**src/rtl/idram_pkg.sv**
```systemverilog
// Package: shared sizes for the banked internal data RAM.
// Assumes an 8-bit data path and a bit window that fits below RAM_BYTES.
package idram_pkg;
    localparam int unsigned RAM_BYTES = 128;
    localparam int unsigned DATA_W    = 8;
    localparam int unsigned BANK_W    = 2;
    localparam int unsigned REGN_W    = 3;
    localparam int unsigned BIT_BASE  = 32;
endpackage

```
**src/rtl/idram_addr_map.sv**
```systemverilog
// Address mapper: turns a register number plus bank into a physical byte
// address, and a bit address into a byte address plus bit position.
// Assumes BANK_W + REGN_W <= AW and that the bit window fits in the memory.
module idram_addr_map #(
    parameter int unsigned AW       = 7,
    parameter int unsigned BANK_W   = 2,
    parameter int unsigned REGN_W   = 3,
    parameter int unsigned POS_W    = 3,
    parameter int unsigned BIT_BASE = 32
) (
    input  logic [BANK_W-1:0] bank,
    input  logic [REGN_W-1:0] reg_num,
    input  logic [AW-1:0]     bit_addr,
    output logic [AW-1:0]     reg_phys,
    output logic [AW-1:0]     bit_byte,
    output logic [POS_W-1:0]  bit_pos
);
    localparam int unsigned PAD_W = AW - BANK_W - REGN_W;

    // Register address: bank bits on top of the register number.
    if (PAD_W > 0) begin : g_pad
        assign reg_phys = {{PAD_W{1'b0}}, bank, reg_num};
    end else begin : g_nopad
        assign reg_phys = {bank, reg_num};
    end

    // Bit address: upper bits pick a byte in the window, lower bits the bit.
    assign bit_byte = AW'(BIT_BASE) + AW'(bit_addr[AW-1:POS_W]);
    assign bit_pos  = bit_addr[POS_W-1:0];
endmodule

```
**src/rtl/idram_row.sv**
```systemverilog
// One storage byte. It applies at most one write per cycle, with the byte
// port first, then the register port, then a single-bit update.
// Assumes the hit inputs are already qualified by their port's write enable.
module idram_row #(
    parameter int unsigned DW    = 8,
    parameter int unsigned POS_W = 3
) (
    input  logic             clk,
    input  logic             rst_n,
    input  logic             hit_byte,
    input  logic [DW-1:0]    byte_data,
    input  logic             hit_reg,
    input  logic [DW-1:0]    reg_data,
    input  logic             hit_bit,
    input  logic [POS_W-1:0] bit_pos,
    input  logic             bit_val,
    output logic [DW-1:0]    q
);
    // Prioritised write, with a read-modify-write for the bit port.
    always_ff @(posedge clk) begin
        if (!rst_n) begin
            q <= '0;
        end else if (hit_byte) begin
            q <= byte_data;
        end else if (hit_reg) begin
            q <= reg_data;
        end else if (hit_bit) begin
            q[bit_pos] <= bit_val;
        end
    end
endmodule

```
**src/rtl/idram_read_port.sv**
```systemverilog
// Registered read port: on an enabled cycle, captures the addressed byte
// from the flattened storage vector; otherwise holds its output.
// Assumes addr < DEPTH.
module idram_read_port #(
    parameter int unsigned DEPTH = 128,
    parameter int unsigned DW    = 8,
    parameter int unsigned AW    = 7
) (
    input  logic                clk,
    input  logic                rst_n,
    input  logic                en,
    input  logic [AW-1:0]       addr,
    input  logic [DEPTH*DW-1:0] flat,
    output logic [DW-1:0]       rdata
);
    // Capture the old content of the selected byte on an enabled cycle.
    always_ff @(posedge clk) begin
        if (!rst_n) begin
            rdata <= '0;
        end else if (en) begin
            rdata <= flat[addr*DW +: DW];
        end
    end
endmodule

```
**src/rtl/idram_bank_ram.sv**
```systemverilog
// Top of the banked internal data RAM: a byte port, a banked register port
// and a single-bit port over one flop-based array, with registered reads.
// Assumes the status-register bank bits arrive already decoded as bank_sel.
module idram_bank_ram
    import idram_pkg::*;
#(
    parameter int unsigned DEPTH = RAM_BYTES,
    parameter int unsigned DW    = DATA_W,
    parameter int unsigned BW    = BANK_W,
    parameter int unsigned RW    = REGN_W,
    parameter int unsigned BBASE = BIT_BASE
) (
    input  logic                     clk,
    input  logic                     rst_n,
    input  logic [BW-1:0]            bank_sel,
    input  logic                     byte_en,
    input  logic                     byte_we,
    input  logic [$clog2(DEPTH)-1:0] byte_addr,
    input  logic [DW-1:0]            byte_wdata,
    output logic [DW-1:0]            byte_rdata,
    input  logic                     reg_en,
    input  logic                     reg_we,
    input  logic [RW-1:0]            reg_num,
    input  logic [DW-1:0]            reg_wdata,
    output logic [DW-1:0]            reg_rdata,
    input  logic                     bit_en,
    input  logic                     bit_we,
    input  logic [$clog2(DEPTH)-1:0] bit_addr,
    input  logic                     bit_wval,
    output logic                     bit_rdata
);
    localparam int unsigned AW    = $clog2(DEPTH);
    localparam int unsigned POS_W = $clog2(DW);

    logic [AW-1:0]       reg_phys;
    logic [AW-1:0]       bit_byte;
    logic [POS_W-1:0]    bit_pos;
    logic [DEPTH*DW-1:0] flat;
    logic [DW-1:0]       bit_byte_q;
    logic [POS_W-1:0]    bit_pos_q;
    logic                byte_wr, reg_wr, bit_wr;

    assign byte_wr = byte_en && byte_we;
    assign reg_wr  = reg_en && reg_we;
    assign bit_wr  = bit_en && bit_we;

    idram_addr_map #(
        .AW(AW), .BANK_W(BW), .REGN_W(RW), .POS_W(POS_W), .BIT_BASE(BBASE)
    ) i_map (
        .bank(bank_sel), .reg_num(reg_num), .bit_addr(bit_addr),
        .reg_phys(reg_phys), .bit_byte(bit_byte), .bit_pos(bit_pos)
    );

    // One storage row per byte, each decoding its own write hits.
    for (genvar g = 0; g < DEPTH; g++) begin : g_row
        logic [DW-1:0] q;
        idram_row #(.DW(DW), .POS_W(POS_W)) i_row (
            .clk(clk), .rst_n(rst_n),
            .hit_byte(byte_wr && (byte_addr == AW'(g))), .byte_data(byte_wdata),
            .hit_reg(reg_wr && (reg_phys == AW'(g))),    .reg_data(reg_wdata),
            .hit_bit(bit_wr && (bit_byte == AW'(g))),    .bit_pos(bit_pos),
            .bit_val(bit_wval), .q(q)
        );
        assign flat[g*DW +: DW] = q;
    end

    idram_read_port #(.DEPTH(DEPTH), .DW(DW), .AW(AW)) i_rd_byte (
        .clk(clk), .rst_n(rst_n), .en(byte_en && !byte_we), .addr(byte_addr),
        .flat(flat), .rdata(byte_rdata)
    );

    idram_read_port #(.DEPTH(DEPTH), .DW(DW), .AW(AW)) i_rd_reg (
        .clk(clk), .rst_n(rst_n), .en(reg_en && !reg_we), .addr(reg_phys),
        .flat(flat), .rdata(reg_rdata)
    );

    idram_read_port #(.DEPTH(DEPTH), .DW(DW), .AW(AW)) i_rd_bit (
        .clk(clk), .rst_n(rst_n), .en(bit_en && !bit_we), .addr(bit_byte),
        .flat(flat), .rdata(bit_byte_q)
    );

    // Bit position travels alongside the captured byte of the bit read.
    always_ff @(posedge clk) begin
        if (!rst_n) begin
            bit_pos_q <= '0;
        end else if (bit_en && !bit_we) begin
            bit_pos_q <= bit_pos;
        end
    end

    assign bit_rdata = bit_byte_q[bit_pos_q];
endmodule

```
**config.mk**
```make
export PLATFORM = sky130hd
export DESIGN_NAME = idram_bank_ram
export DESIGN_NICKNAME = d
export VERILOG_FILES = /design/src/rtl/idram_pkg.sv /design/src/rtl/idram_addr_map.sv /design/src/rtl/idram_row.sv /design/src/rtl/idram_read_port.sv /design/src/rtl/idram_bank_ram.sv
export SDC_FILE = /design/constraint.sdc
export NUM_CORES = 2
export LEC_CHECK = 0
export CORE_ASPECT_RATIO = 1.75
export CORE_UTILIZATION = 53
export CTS_CLUSTER_SIZE = 24
export DETAILED_ROUTE_END_ITERATION = 10
export PLACE_DENSITY = 0.69
export SYNTH_ARGS = -nofsm -noshare
export SYNTH_HDL_FRONTEND = slang
export SYNTH_SLANG_ARGS = --single-unit
export TNS_END_PERCENT = 10
```
**constraint.sdc**
```tcl
create_clock -name clk -period 4.6 [get_ports clk]
set_clock_uncertainty 0.05 [all_clocks]
set_input_delay 0.92 -clock clk [delete_from_list [all_inputs] [get_ports clk]]
set_output_delay 0.92 -clock clk [all_outputs]
set_load 0.03 [all_outputs]
```
Word-level counts from Yosys, hierarchy flattened
Cells that the tools add are included.
{"block": "totals", "reg_bits": 1051, "latchBits": 0, "ram_bits": 0, "rom_bits": 0, "inputBits": 44, "wordCells": 1273, "mem_count": 0}
{"block": "op_classes", "add_sub_neg": 1, "n_mul": 0, "n_div": 0, "order_cmp": 3, "n_eq_ne": 285, "n_shift": 3, "n_mux": 420, "bitwise": 0, "n_reduce_logical": 429}
{"operator": "8-bit 2-to-1 mux", "count": 288}
{"operator": "1024-bit by 11-bit variable part select with 8-bit output", "count": 2}
{"operator": "8-bit bitwise mux", "count": 128}
{"operator": "1024-bit by 9-bit variable part select with 8-bit output", "count": 1}
{"operator": "7-bit == test (second input constant)", "count": 128}
{"operator": "7-bit by 6-bit == test with 1-bit output (second input constant)", "count": 64}
{"operator": "1-bit logical AND", "count": 295}
{"operator": "7-bit by 5-bit == test with 1-bit output (second input constant)", "count": 32}
{"operator": "2-bit nonzero test", "count": 96}
{"operator": "7-bit by 4-bit == test with 1-bit output (second input constant)", "count": 16}
{"operator": "3-bit nonzero test", "count": 32}
{"operator": "5-bit == test (second input constant)", "count": 16}
{"operator": "7-bit by 3-bit == test with 1-bit output (second input constant)", "count": 8}
{"operator": "5-bit by 4-bit == test with 1-bit output (second input constant)", "count": 8}
{"operator": "7-bit by 2-bit == test with 1-bit output (second input constant)", "count": 4}
{"operator": "7-bit zero test", "count": 3}
{"operator": "5-bit by 3-bit == test with 1-bit output (second input constant)", "count": 4}
{"operator": "7-bit by 1-bit == test with 1-bit output (second input constant)", "count": 2}
{"operator": "5-bit by 2-bit == test with 1-bit output (second input constant)", "count": 2}
{"operator": "3-bit by 4-bit < comparator with 1-bit output (second input constant)", "count": 2}
{"operator": "6-bit by 4-bit adder with 7-bit output (first input constant)", "count": 1}
{"operator": "5-bit by 1-bit == test with 1-bit output (second input constant)", "count": 1}
{"operator": "1-bit binary-select mux with 3-bit select", "count": 1}
{"operator": "1-bit demux with 3-bit select", "count": 1}
{"operator": "3 further kinds", "count": 6}

Longest topological paths before layout
{"block": "logic_depth", "ltp_word": 8, "mapped_depth": 11}

Modules after synthesis
From an unflattened synthesis, not the netlist that was laid out.
{"block": "hier_totals", "hier_cells": 11195, "hier_area_um2": 106813.7}
{"mod": "idram_row", "n_inst": 128, "cells_each": 67, "area_per_inst_um2": 604.3}
{"mod": "idram_read_port", "n_inst": 3, "cells_each": 682, "area_per_inst_um2": 8901.0}
{"mod": "idram_bank_ram", "n_inst": 1, "cells_each": 554, "area_per_inst_um2": 2621.3}
{"mod": "idram_addr_map", "n_inst": 1, "cells_each": 19, "area_per_inst_um2": 135.1}

Worst setup path before layout
No wires, ideal clock.
{"block": "synth_path", "path_kind": "input to register", "from": "input reg_num[1]", "to": "register i_rd_reg.rdata[6]", "setup_time_ps": 126, "arrival_time_ps": 2644, "required_ps": 4424, "setup_slack_ps": 1780, "cell_stages": 7, "cell_sequence": "buf_2 -> buf_2 -> buf_1 -> mux4_2 -> mux4_2 -> mux2i_1 -> o21ai_0"}
{"block": "synth_via", "elab_chain_len": 1}
{"item": "start: declaration", "line": "idram_bank_ram.sv:23", "text": "input logic [RW-1:0] reg_num,"}
{"item": "1024-bit by 9-bit variable part select with 8-bit output", "line": "idram_read_port.sv:21", "text": "rdata <= flat[addr*DW +: DW];"}
{"item": "end signal: assignment", "line": "idram_read_port.sv:21"}
{"item": "end: declaration", "line": "idram_read_port.sv:14", "text": "output logic [DW-1:0] rdata"}
No other way between the ends.
A chain may end at the register's enable or synchronous reset.

Worst setup path after layout
{"block": "layout_path", "from": "input byte_addr[4]", "to": "register i_rd_byte.rdata[6]"}
{"block": "layout_via", "elab_chain_len": 1}
{"item": "start: declaration", "line": "idram_bank_ram.sv:18", "text": "input logic [$clog2(DEPTH)-1:0] byte_addr,"}
{"item": "1024-bit by 11-bit variable part select with 8-bit output", "line": "idram_read_port.sv:21"}
{"item": "end signal: assignment", "line": "idram_read_port.sv:21"}
{"item": "end: declaration", "line": "idram_read_port.sv:14"}
No other way between the ends.

==> run metrics <==
DP Worst Slack=about 0.56 ns; GPL Wtd Cong=around 0.99; final hold violation count=0; Syn Std Cell Area=about 0.054 sq mm; postcts setup bufs=0; RSZ-0062 raised after global routing=no; Max IR drop VDD=0.3124 mV; nets=5,620; Synth Net Count=about 5.8k; Syn Inst Count=5,796; Fin Setup TNS=0 ns; Via density=roughly 6.6; CTS root buf=clkbuf_16; violated checks=design-rule violations; Max Slew Vio Count=0; total design power=around 20 mW; initial antenna violation count=4; EDFF count, synth=0; Worst EP arrival=roughly 4.2 ns; I/O Buffers=60; status=finished with violations; CTS sink count=about 1.1k; Async S/R FF share, synth=0%; # hold bufs at CTS=0; fin crit period=roughly 3.6 ns; wire per inst=26.89 um; Clock Tree Buf Depth=3; antenna-violating nets left=0; final wirelength=187,700 um; Setup CP Type=in2reg; io pins=approximately 60; Max Freq=276.0 MHz; clk slew on worst S/H paths=approximately 0.070 ns; gr usage total=between 30% and 40%; top_reg_cell synth=dfxtp_1; number of DRC markers in iteration 0=just under 5k; row count=154; Crit path required time=roughly 5.2 ns; PostCTS Resize Cnt=0; max_cap viols=0; largest net degree at the start of global routing=106; sequential share of the synthesized area=between 30% and 40%; Die X=~240 um; Vias=around 46k; syn_area_per_cell=~9.2 sq um; CTS tree=yes; first-pass GRT wire length=~280,000 um; CP Launch Type=input pin; Tightest Pin Transition=1.307 ns; pwr dens=334.2 mW/mm^2; crit-path max FO=13; Worst Setup End Kind=flip-flop; DP HPWL=about 130,000 um; Yosys warning total=0; fin crit share=78.76%; H-tree depth reported by CTS=3; vias in the first global route=roughly 45k; Worst Hold Class=reg2reg; DRC errors left=2; First-pass DRT Iterations=9; Die Area=a little over 0.1 sq mm; Synth cell types=58; initial cell density of the core=between 50% and 60%; Final WS setup=just under 1 ns; total CTS buffers=96; Leak=a little under 20 nW; Layout area overhead=8.977%; Worst slew margin=approximately an eighth; die height=about 420 um; worst skew pair latency=between 0.7 and 0.8 ns; CORE AREA=between 0.1 and 0.15 sq mm; share of layout cells above drive strength 1=between 10% and 20%; final setup violation count=0; total gr overflow=0; #FFs+latches synth=~1.1k
area by class of cell:
cell class	count	area, sq um
Fill cell	8611	41990
Clock inverter	40	633.1
Clock buffer	137	2809
Timing Repair Buffer	249	2272
Inverter	4	22.52
Sequential cell	1051	21040
Tap cell	1326	1659
Antenna cell	1	2.502
Multi-Input combinational cell	4174	29970
registers in the layout (all words and copies together), names as in the netlist:
register         flops
bit_pos_q            3
g_row.i_row.q     1024
i_rd_bit.rdata       8
i_rd_byte.rdata      8
i_rd_reg.rdata       8
routing by layer:
| layer | wire (um) | share of wire [%] | track usage, % | vias to the layer above |
|---|---|---|---|---|
| li1 | - | - | - | 20445 |
| met4 | 17250 | 9.2 | 29.54 | 4 |
| met5 | 26 | 0.014 | 0 | - |
| met3 | 15570 | 8.3 | 7.096 | 756 |
| met1 | 65810 | 35 | 40.76 | 22431 |
| met2 | 89060 | 47 | 59.32 | 2429 |
worst max-delay path, cell delays in order:
cell	delay, ns
clkdlybuf4s50_1	0.82
inv_1	0.36
nor3_1	1.11
a22oi_1	0.43
and4b_1	0.37
nor3_1	0.20
synthesized netlist by cell type, drive strengths merged (12+ instances only):
cell type,instances,area [sq um]
dfxtp,1051,21040
nand2,877,3309
nor2,763,2999
mux2i,672,6726
a21oi,471,2361
clkbuf,360,1351
mux4,336,7575
a211oi,302,2277
o21ai,279,1396
buf,207,1270
nand3,154,780.8
a311oi,89,779.5
a22oi,48,360.4
nor3,28,199.0
nand4,26,162.7
nor2b,18,112.6
o22ai,15,93.84
nand2b,14,87.58
a221oi,12,105.1
cell families after synthesis:
kind of cell,Yosys count,synth area share [%]
simple gates,1920,14.89
mux,1011,26.75
compound gates,1243,14.18
buf+inv,571,4.919
flops,1051,39.26
layout by cell type (no fill, tap or decap), types with 6 or more instances in the layout:
| cell type | count |
|---|---|
| a311oi_1 | 89 |
| nor2b_1 | 14 |
| mux2i_1 | 672 |
| clkbuf_8 | 21 |
| o22ai_1 | 15 |
| clkinv_2 | 10 |
| nor2_4 | 10 |
| clkinvlp_4 | 6 |
| nor3_1 | 18 |
| a22o_1 | 8 |
| o21ai_0 | 277 |
| buf_2 | 7 |
| mux4_2 | 334 |
| clkbuf_16 | 98 |
| dfxtp_1 | 1051 |
| a22oi_1 | 48 |
| a221oi_1 | 12 |
| a21oi_1 | 470 |
| buf_4 | 176 |
| nand2_1 | 874 |
| nand4_1 | 26 |
| buf_12 | 24 |
| a211oi_1 | 300 |
| and3_1 | 7 |
| clkbuf_1 | 18 |
| nor3_2 | 6 |
| a31oi_1 | 6 |
| bufinv_16 | 14 |
| nor2_2 | 28 |
| and2_1 | 11 |
| nand2b_1 | 14 |
| nand3_1 | 151 |
| clkdlybuf4s50_1 | 39 |
| nor2_1 | 725 |
report_power, final:
| part | switching, mW | leakage (nW) | total [mW] | internal, mW |
|---|---|---|---|---|
| Sequential | 0.0308 | 8.47 | 9.16 | 9.13 |
| Combinational | 1.05 | 9.27 | 1.46 | 0.407 |
| Clock | 3.83 | 1.68 | 8.90 | 5.07 |
worst paths after layout:
path / start / endpoint / slack, ns / cells past startpoint
min: g_row[85].i_row.q[5] / g_row[85].i_row.q[5] / 0.40 / 2
max: byte_addr[4] / i_rd_byte.rdata[6] / 0.98 / 6
max reg2reg: g_row[91].i_row.q[2] / i_rd_byte.rdata[2] / 1.90 / 5
min reg2reg: g_row[85].i_row.q[5] / g_row[85].i_row.q[5] / 0.40 / 2
per-stage QoR:
stage / std cells / utilization, % / hold slack (ns) / area (sq um)
finish: 6982 / 58.18 / 0.4030 / 58400
global route: 6981 / 58.17 / 0.4178 / 58400
CTS: 6981 / 58.17 / 0.4052 / 58400
detailed placement: 6804 / 54.75 / 0.3943 / 54960
global placement: 6804 / 54.75 / 0.3861 / 54960
floorplan: 5796 / - / 0.3817 / 53590
(Power assumes the default switching activity.)
